### src/rtl/res_slot_pkg.sv
package res_slot_pkg;
  typedef enum logic [1:0] {
    ST_AVAIL  = 2'd0,
    ST_FULL   = 2'd1,
    ST_LOCKED = 2'd2
  } slot_status_e;

  typedef struct packed {
    logic dec;
    logic inc;
    logic peakEn;
  } slot_strobe_t;
endpackage

### src/rtl/res_slot_data.sv
module res_slot_data
  import res_slot_pkg::*;
#(
  parameter int SZ = 3,
  parameter int CW = 2
) (
  input  logic          clk,
  input  logic          rstN,
  input  slot_strobe_t  strb,
  output logic [CW-1:0] freeQ,
  output logic [CW-1:0] peakQ,
  output logic          hasFree,
  output logic          notFull
);
  localparam logic [CW-1:0] SZ_V = CW'(SZ);

  logic [CW-1:0] freeNext;
  logic [CW-1:0] usedNext;

  always_comb begin
    freeNext = freeQ;
    if (strb.dec)      freeNext = freeQ - 1'b1;
    else if (strb.inc) freeNext = freeQ + 1'b1;
    usedNext = SZ_V - freeNext;
  end

  assign hasFree = (freeQ != '0);
  assign notFull = (freeQ < SZ_V);

  always_ff @(posedge clk) begin
    if (!rstN) begin
      freeQ <= SZ_V;
      peakQ <= '0;
    end else begin
      freeQ <= freeNext;
      if (strb.peakEn && usedNext > peakQ) peakQ <= usedNext;
    end
  end

  a_r4_dec_by_one: assert property (@(posedge clk) disable iff (!rstN)
    strb.dec |=> freeQ == $past(freeQ) - 1'b1);
  a_r5_never_above_size: assert property (@(posedge clk) disable iff (!rstN)
    freeQ <= SZ_V);
  a_r7_peak_monotonic: assert property (@(posedge clk) disable iff (!rstN)
    rstN |=> peakQ >= $past(peakQ));
endmodule

### src/rtl/res_slot_ctrl.sv
module res_slot_ctrl
  import res_slot_pkg::*;
#(
  parameter int BUF_SIZE = 3
) (
  input  logic         clk,
  input  logic         rstN,
  input  logic         reserveReq,
  input  logic         releaseReq,
  input  logic         setRsv,
  input  logic         clrRsv,
  input  logic         hasFree,
  input  logic         notFull,
  output slot_strobe_t strb,
  output logic         reservedQ,
  output logic         errQ,
  output logic [1:0]   statusCode,
  output logic         readyOk
);
  localparam bit HAZARD   = (BUF_SIZE == 0);
  localparam bit BUFFERED = (BUF_SIZE > 0);

  always_comb begin
    strb.dec    = reserveReq && !releaseReq && hasFree;
    strb.inc    = releaseReq && !reserveReq && BUFFERED && notFull;
    strb.peakEn = reserveReq && BUFFERED;
  end

  always_ff @(posedge clk) begin
    if (!rstN) begin
      reservedQ <= 1'b0;
      errQ      <= 1'b0;
    end else begin
      errQ <= setRsv && reservedQ;
      if (setRsv || (reserveReq && HAZARD)) reservedQ <= 1'b1;
      else if (clrRsv)                      reservedQ <= 1'b0;
    end
  end

  always_comb begin
    if (HAZARD && reservedQ)        statusCode = ST_LOCKED;
    else if (!BUFFERED || hasFree)  statusCode = ST_AVAIL;
    else                            statusCode = ST_FULL;
  end

  assign readyOk = !reservedQ || HAZARD;

  a_r8_hazard_self_locks: assert property (@(posedge clk) disable iff (!rstN)
    (reserveReq && HAZARD) |=> reservedQ);
  a_r10_double_lock_flag: assert property (@(posedge clk) disable iff (!rstN)
    (setRsv && reservedQ) |=> errQ);
  a_r8_clear_unlocks: assert property (@(posedge clk) disable iff (!rstN)
    (clrRsv && !setRsv && !(reserveReq && HAZARD)) |=> !reservedQ);
endmodule

### src/rtl/res_slot_tracker.sv
module res_slot_tracker
  import res_slot_pkg::*;
#(
  parameter int BUF_SIZE = 3,
  localparam int SZ  = (BUF_SIZE > 0) ? BUF_SIZE : 0,
  localparam int SZP = (SZ < 1) ? 1 : SZ,
  localparam int CW  = $clog2(SZP + 1)
) (
  input  logic          clk,
  input  logic          rstN,
  input  logic          reserveReq,
  input  logic          releaseReq,
  input  logic          setRsv,
  input  logic          clrRsv,
  output logic [1:0]    statusCode,
  output logic [CW-1:0] freeSlots,
  output logic [CW-1:0] peakUsed,
  output logic          reservedOut,
  output logic          readyOk,
  output logic          dblRsvErr,
  output logic          isUnlimited,
  output logic          isHazard,
  output logic          isInOrder,
  output logic          isBuffered
);
  slot_strobe_t strb;
  logic hasFree, notFull;

  assign isUnlimited = (BUF_SIZE == -1);
  assign isHazard    = (BUF_SIZE == 0);
  assign isInOrder   = (BUF_SIZE == 1);
  assign isBuffered  = (BUF_SIZE > 0);

  res_slot_ctrl #(.BUF_SIZE(BUF_SIZE)) uCtrl (
    .clk(clk), .rstN(rstN), .reserveReq(reserveReq), .releaseReq(releaseReq),
    .setRsv(setRsv), .clrRsv(clrRsv), .hasFree(hasFree), .notFull(notFull),
    .strb(strb), .reservedQ(reservedOut), .errQ(dblRsvErr),
    .statusCode(statusCode), .readyOk(readyOk)
  );

  res_slot_data #(.SZ(SZ), .CW(CW)) uData (
    .clk(clk), .rstN(rstN), .strb(strb), .freeQ(freeSlots), .peakQ(peakUsed),
    .hasFree(hasFree), .notFull(notFull)
  );

  a_r11_unlimited_no_slots: assert property (@(posedge clk) disable iff (!rstN)
    (BUF_SIZE == -1) |-> (freeSlots == '0 && statusCode == 2'd0));
endmodule

### config.mk
export PLATFORM = sky130hd
export DESIGN_NAME = res_slot_tracker
export DESIGN_NICKNAME = d
export VERILOG_FILES = /design/src/rtl/res_slot_pkg.sv /design/src/rtl/res_slot_data.sv /design/src/rtl/res_slot_ctrl.sv /design/src/rtl/res_slot_tracker.sv
export SDC_FILE = /design/constraint.sdc
export NUM_CORES = 1
export LEC_CHECK = 0
export BUFFER_PORTS_ARGS = -buffer_cell sky130_fd_sc_hd__buf_2
export CAP_MARGIN = 40
export CORE_AREA = 2 2 39 41
export DETAILED_ROUTE_END_ITERATION = 10
export DIE_AREA = 0 0 41 43
export PLACE_DENSITY = 0.57
export SLEW_MARGIN = 20
export SYNTH_ARGS = -nofsm -noshare
export SYNTH_HDL_FRONTEND = slang
export SYNTH_SLANG_ARGS = --single-unit
### constraint.sdc
create_clock -name clk -period 4.6 [get_ports clk]
set_input_delay 0.23 -clock clk [delete_from_list [all_inputs] [get_ports clk]]
set_output_delay 0.23 -clock clk [all_outputs]
set_load 0.05 [all_outputs]
# Word-level counts from Yosys, hierarchy flattened
# Index checks and enable logic that the tools add are counted.
[op_classes]
muxes = 5
n_reduce_logical = 11
order_cmp = 2
add_sub_neg = 3
[ops]
columns = ["cell", "n"]
rows = [
  ["logical AND 1 bit", 6],
  ["2-to-1 mux 2 bit", 2],
  ["nonzero test 2 bit", 2],
  ["logical NOT 1 bit", 3],
  ["2-to-1 mux 1 bit", 3],
  ["adder 2 x 1 -> 2 bit (second input constant)", 1],
  ["> comparator 2 bit", 1],
  ["< comparator 2 bit (second input constant)", 1],
  ["subtractor 2 x 1 -> 2 bit (second input constant)", 1],
  ["subtractor 2 bit (first input constant)", 1],
]
[totals]
regBits = 6
out_inout_bits = 13
inputBits = 6
wordCells = 25

# Depth between registers and ports, before layout
# Gate-level depths: netlist of the first run.
[depth]
word_depth = 8
depth_mapped = 11

# Modules after synthesis
# A second synthesis of the first run with hierarchy kept.
[unflattened]
hier_cells = 49
area_unflattened_um2 = 417.9
[modules_own_cells]
columns = ["mod", "cells_each", "seq_area_each_um2", "n_inst", "area_per_inst_um2"]
rows = [
  ["res_slot_data", 29, 80.1, 1, 277.8],
  ["res_slot_ctrl", 14, 40.0, 1, 102.6],
  ["res_slot_tracker", 6, 0.0, 1, 37.5],
]

# Worst setup path after synthesis of the first run
# OpenSTA, ideal clock, no wires.
[synth_path]
path_kind = "reg-to-reg"
from = "register uData.freeQ[0]"
to = "register uData.peakQ[0]"
stages_incl_launch_ff = 10
path_buffers = 0
synth_period_minus_slack_ns = 2.766
path_slack_ns = 1.834
t_arrival_ns = 2.650
cell_sequence = "dfxtp_1 -> inv_1 -> ha_1 -> a22o_1 -> a211o_2 -> ha_1 -> nor2b_1 -> o211ai_1 -> nand2b_1 -> o211a_1"
[synth_between]
elab_chain_cells = 7
elab_cells_between_ends = 11
[synth_lines]
columns = ["item", "line", "rtl"]
rows = [
  ["start: declaration", "res_slot_data.sv:10", "output logic [CW-1:0] freeQ,"],
  ["start signal: assignment", "res_slot_data.sv:35", "freeQ <= freeNext;"],
  ["< comparator 2 bit", "res_slot_data.sv:28", "assign notFull = (freeQ < SZ_V);"],
  ["logical AND 1 bit", "res_slot_ctrl.sv:25", "strb.inc = releaseReq && !reserveReq && BUFFERED && notFull;"],
  ["2-to-1 mux 2 bit", "res_slot_data.sv:23", "else if (strb.inc) freeNext = freeQ + 1'b1;"],
  ["2-to-1 mux 2 bit (*)", "res_slot_data.sv:22", "if (strb.dec) freeNext = freeQ - 1'b1;"],
  ["subtractor 2 bit (*)", "res_slot_data.sv:24", "usedNext = SZ_V - freeNext;"],
  ["named net uData.usedNext[1]", "res_slot_data.sv:18", "logic [CW-1:0] usedNext;"],
  ["> comparator 2 bit (*)", "res_slot_data.sv:36", "if (strb.peakEn && usedNext > peakQ) peakQ <= usedNext;"],
  ["logical AND 1 bit (*)", "res_slot_data.sv:36", ""],
  ["end signal: assignment", "res_slot_data.sv:36", ""],
  ["end: declaration", "res_slot_data.sv:11", "output logic [CW-1:0] peakQ,"],
]
# The timed path passes the listed nets; every way through them passes the cells marked *.
# A chain may end at the register's enable or synchronous reset.

# Worst setup path after layout of the first run
[layout_path]
from = "register uData.freeQ[1]"
to = "register uData.peakQ[1]"
[layout_between]
elab_chain_cells = 7
elab_cells_between_ends = 11
[layout_lines]
columns = ["item", "line"]
rows = [
  ["< comparator 2 bit", "res_slot_data.sv:28"],
  ["logical AND 1 bit", "res_slot_ctrl.sv:25"],
  ["2-to-1 mux 2 bit", "res_slot_data.sv:23"],
  ["2-to-1 mux 2 bit (*)", "res_slot_data.sv:22"],
  ["subtractor 2 bit (*)", "res_slot_data.sv:24"],
  ["named net uData.usedNext[1]", "res_slot_data.sv:18"],
  ["> comparator 2 bit", "res_slot_data.sv:36"],
  ["logical AND 1 bit", "res_slot_data.sv:36"],
]
# Marked as above.

==> out/qor.txt, run 1 <==
post-synth top area share = 0.318
global-route wire length before repair = 1.00 mm
PortBufs = 13
Routed WL per cell = 8.11 µm
pin count of the biggest net entering global routing = 7
post-layout util = 0.332
number of global-route vias before repair = 265
P_leak = 0.272 nW
GR Overflow Total = 0
Clock transition at path regs = 0.05 ns
skew final = 0.00325 ns
# fillers = 153
Die H = 43 µm
Pre-Repair DR Iteration Count = 2
post-synthesis cell count = 44
CTS resizes = 0
Die Wd = 41 µm
post-synth top area cell = dfxtp_1
crit start category = register
Tcrit/Tclk final = 0.507
synth unique cells = 18
Worst Path Max Fanout = 5
total setup buffers inserted after CTS = 0
Max Cap Viol = 0
initial core utilization = 0.273
P_sw = 0.000120 W
final worst path period need = 2.33 ns
final setup violation count = 0
Req. time, crit path = 4.73 ns
status = complete, no violations
setup TNS = 0 ns
cts bufs inserted = 3
drt total wl = 600 µm
antenna violations before repair = 0
via count = 326
Final Hold Viols = 0
worst min path class = in -> reg
synth warn = 0
pwr dens = 562 nW/µm²
Worst Path Arrival = 2.46 ns
Pint = 0.000138 W
Ant. Diodes = 0
RSZ-0062 raised after global routing = no
Netlist Area Pre-Place = 378 µm²
CTS Buffer Depth = 2
Worst-Skew Late Latency = 0.24 ns
Synth Register Bits = 6
critical path capture point type = register
Avg Cell Area, Syn = 8.59 µm²
Area growth syn-to-layout = 21.5%
layout cells sized above 1 = 0.293
Setup Crit Path Kind = reg -> reg
DRC = 0
CTS tree = built
gpl congestion = 0.629
sequential-to-total area share from yosys stat = 0.318
IO Pins = 19
number of H-tree levels = 1
power share of the clock group = 0.186
die footprint = 1760 µm²
Area contributors post-synth = dfxtp_1 (32%), ha_1 (13%), buf_4 (9.9%)
Final Non-Filler Cells = 74
DP Cell Count = 71
combinational share of power = 0.537
# rows = 14
Flop pwr share = 0.277
Tot GR Track Use = 0.0834
most common cell after layout, fill and taps aside = buf_2
Sink Count = 6
area used by multi-input combinational logic = 213 µm²
sw frac = 0.465
commonest non-fill, non-tap cells in the layout = buf_2 (13), dfxtp_1 (6), inv_1 (5), conb_1 (5)
drt via density = 4.41
Total Power Consumption = 0.000258 W
CTS hold repair buffers = 0
Nets = 70
CTS root buffer = clkbuf_4
Core Region = 1380 µm²
Seq. cell area = 120 µm²
Final Max Slew Viols = 0
First DRT Iteration DRCs = 1
WHS = 0.206 ns
maximum vdd ir drop = 0.000254 V
Max Freq = 429 MHz
ANT nets after route = 0
-- registers in the layout, summed over array words and instances (netlist names) --
name,flops
uData.freeQ,2
uData.peakQ,2
uCtrl.errQ,1
uCtrl.reservedQ,1
-- power by group through the flow --
stage / clock network (W) / registers [W] / logic, W
global placement: 0 / 0.0000727 / 0.000140
detailed placement: 0 / 0.0000732 / 0.000139
CTS: 0.0000497 / 0.0000720 / 0.000141
finish: 0.0000479 / 0.0000715 / 0.000139
global route: 0.0000515 / 0.0000742 / 0.000154
floorplan: 0 / 0.000115 / 0.0000746
-- per-stage QoR --
step | instance area [µm²] | setup WS [ns]
floorplan | 389 | 1.83
global placement | 437 | 2.27
detailed placement | 437 | 2.25
CTS | 459 | 2.23
global route | 459 | 2.03
finish | 459 | 2.27
-- routing by layer --
layer	vias up	GRT usage	part of all wire
li1	168	-	-
met1	143	0.103	0.45
met2	15	0.122	0.44
met3	0	0.0157	0.10
met4	0	0.0600	0
met5	-	0	0
-- area by class of cell --
cell class	instances	share of cell area
clock buffers	3	0.0490
flip-flops and latches	6	0.262
well taps	16	0.0436
multi-input cells	31	0.463
inverters	5	0.0409
repair buffers	13	0.142
-- critical path: stages (launching register included) --
cell	delay, ns
dfxtp_1	0.39
inv_1	0.08
ha_1	0.29
a22o_1	0.20
a211o_2	0.35
ha_1	0.29
nor2b_1	0.13
o211ai_1	0.27
nand2_1	0.09
o211a_1	0.13
-- worst paths after layout --
| check | start | to | slack [ns] | depth (start not counted) |
|---|---|---|---|---|
| max | uData.freeQ[1]$_SDFF_PN1_ | uData.peakQ[1]$_SDFFE_PN0P_ | 2.27 | 9 |
| min | rstN | uData.freeQ[1]$_SDFF_PN1_ | 0.21 | 2 |
| max reg2reg | uData.freeQ[1]$_SDFF_PN1_ | uData.peakQ[1]$_SDFFE_PN0P_ | 2.27 | 9 |
| min reg2reg | uCtrl.reservedQ$_SDFFE_PN0P_ | uCtrl.errQ$_SDFF_PN0_ | 0.49 | 1 |
-- kinds of logic after synthesis --
group | count (synthesis) | synth area share
adders and majority gates | 4 | 0.132
buffers and inverters | 10 | 0.149
AOI/OAI and AO/OA | 7 | 0.162
and+or+nand+nor | 13 | 0.169
other | 2 | 0.0199
xor gates and xnor gates | 1 | 0.0232
DFF | 6 | 0.318
muxes | 1 | 0.0265
-- cell usage after synthesis --
| library cell | count |
|---|---|
| o211ai_1 | 1 |
| a211o_2 | 1 |
| xnor2_1 | 1 |
| a22o_1 | 1 |
| conb_1 | 2 |
| nor2_1 | 2 |
| nor3_1 | 2 |
| o21a_1 | 2 |
| buf_4 | 5 |
| nand2b_1 | 1 |
| and3_1 | 1 |
| ha_1 | 4 |
| inv_1 | 5 |
| nand2_1 | 4 |
| nor2b_1 | 3 |
| dfxtp_1 | 6 |
| mux2i_1 | 1 |
| o211a_1 | 2 |
(Power assumes the default switching activity.)
==> run 2, diff against run 1 <==
- clock period: 4.6 -> 2.36 ns (I/O delays scaled with it)
==> out/qor.txt, run 2 (synthesis gave the netlist of run 1 again) <==
worst min path class = in -> reg
pin count of the biggest net entering global routing = 7 (unchanged)
Core Region = 1380 µm² (unchanged)
P_leak = 0.270 nW (-0.52%)
biggest regs = uData.freeQ (2), uData.peakQ (2)
Nets = 70 (unchanged)
GR Overflow Total = 0 (unchanged)
Tot GR Track Use = 0.0867 (+0.00328)
CTS Buffer Depth = 2 (unchanged)
drt total wl = 647 µm (+7.8%)
skew final = 0.00451 ns (+0.00127 ns)
IO Pins = 19 (unchanged)
pwr dens = 1070 nW/µm² (+90%)
Final Hold Viols = 0 (unchanged)
post-layout util = 0.355 (+0.0235)
final worst path period need = 2.23 ns (-0.0993 ns)
initial core utilization = 0.273 (unchanged)
number of H-tree levels = 1 (unchanged)
worst path cell trace = inv_1 > ha_4 > a22o_1 > a211o_2 > ha_4 > nor2b_1 > o211ai_1 > nand2_1 > o211a_1
DP Cell Count = 71 (unchanged)
Sink Count = 6 (unchanged)
Max Cap Viol = 0 (unchanged)
total setup buffers inserted after CTS = 0 (unchanged)
gpl congestion = 0.592 (-5.9%)
Worst Path Buf+Inv = 1 (unchanged)
number of global-route vias before repair = 269 (+1.5%)
Setup Crit Path Kind = reg -> reg
Worst-Skew Late Latency = 0.24 ns (about the same)
CTS root buffer = clkbuf_4
PortBufs = 13 (unchanged)
layout cells sized above 1 = 0.362 (+0.0690)
Die Wd = 41 µm (unchanged)
Routed WL per cell = 8.74 µm (+7.8%)
delay-heaviest family, CP = compound AO/OA/AOI/OAI gates
commonest non-fill, non-tap cells in the layout = buf_2 (13), inv_1 (5), conb_1 (5)
antenna violations before repair = 0 (unchanged)
DPL Wire Length = 540 µm
cts bufs inserted = 3 (unchanged)
# rows = 14 (unchanged)
Tcrit/Tclk final = 0.945 (+0.439)
global-route wire length before repair = 1.02 mm (+2.1%)
crit start category = register
Area growth syn-to-layout = 30.1%
Die H = 43 µm (unchanged)
most numerous cell on the critical path = ha_4
Clock transition at path regs = 0.05 ns (about the same)
die footprint = 1760 µm² (unchanged)
Worst Path Arrival = 2.36 ns (-0.10 ns)
RSZ-0062 raised after global routing = no
Req. time, crit path = 2.49 ns (-2.24 ns)
DRC = 0 (unchanged)
final instance area = 492 µm² (+7.1%)
status = complete, no violations
setup TNS = 0 ns (unchanged)
ANT nets after route = 0 (unchanged)
Crit-path slowest cell = a211o_2
via count = 326 (unchanged)
CTS tree = built
most common cell after layout, fill and taps aside = buf_2
slowest stage delay, CP = 0.38 ns (about the same)
drt via density = 4.41 (unchanged)
maximum vdd ir drop = 0.000554 V (+120%)
Ant. Diodes = 0 (unchanged)
WHS = 0.0945 ns (-0.111 ns)
critical path capture point type = register
Placed Area = 457 µm² (+4.6%)
final setup violation count = 0 (unchanged)
Worst Path Max Fanout = 4 (-1)
Max Freq = 448 MHz (+4.5%)
First DRT Iteration DRCs = 1 (unchanged)
Final Max Slew Viols = 0 (unchanged)
Pre-Repair DR Iteration Count = 3 (+1)
Final Non-Filler Cells = 74 (unchanged)
==> run 2: power breakdown <==
part,internal [W],switching [W]
clock network,0.0000573,0.0000339
logic,0.0000950,0.000195
registers,0.000127,0.0000155
==> run 2: final cells by class <==
type | instances | area, µm²
Inverter | 5 | 18.8
Timing Repair Buffer | 13 | 65.1
Clock buffer | 3 | 22.5
Multi-Input combinational cell | 31 | 238
Sequential cell | 6 | 128
Fill cell | 158 | 892
Tap cell | 16 | 20.0
==> run 2: metrics by stage <==
stage          power (W)  setup WS, ns
6_report        0.000524         0.129
5_1_grt         0.000571       0.00549
4_1_cts         0.000521        0.0601
3_5_place_dp    0.000425        0.0708
3_3_place_gp    0.000419         0.110
2_1_floorplan   0.000377        0.0421
==> run 2: final timing paths <==
path,startpoint,endpoint,slack [ns],cells past startpoint
worst max-delay path,uData.freeQ[0]$_SDFF_PN1_,uData.peakQ[1]$_SDFFE_PN0P_,0.13,9
worst min-delay path,rstN,uData.freeQ[0]$_SDFF_PN1_,0.09,2
worst max register to register,uData.freeQ[0]$_SDFF_PN1_,uData.peakQ[1]$_SDFFE_PN0P_,0.13,9
worst min register to register,uCtrl.reservedQ$_SDFFE_PN0P_,uCtrl.errQ$_SDFF_PN0_,0.49,1
==> run 2: per-layer routing <==
layer / global-route usage / part of all wire
met1: 0.117 / 0.47
met4: 0.0600 / 0
met2: 0.109 / 0.44
met3: 0.0314 / 0.090
met5: 0 / 0
==> run 2: timing repair <==
item                                    in CTS  in global routing
gates resized for setup                      0                  1
hold buffers                                 0                  0
endpoints found under the setup margin       0                  2
==> run 2: worst reg2reg max path, stage by stage, from the launching register on <==
cell and delay (ns):
dfxtp_4 0.34, inv_1 0.12, ha_4 0.22, a22o_1 0.20, a211o_2 0.38, ha_4 0.22, nor2b_1 0.12, o211ai_1 0.31
nand2_1 0.09, o211a_1 0.13
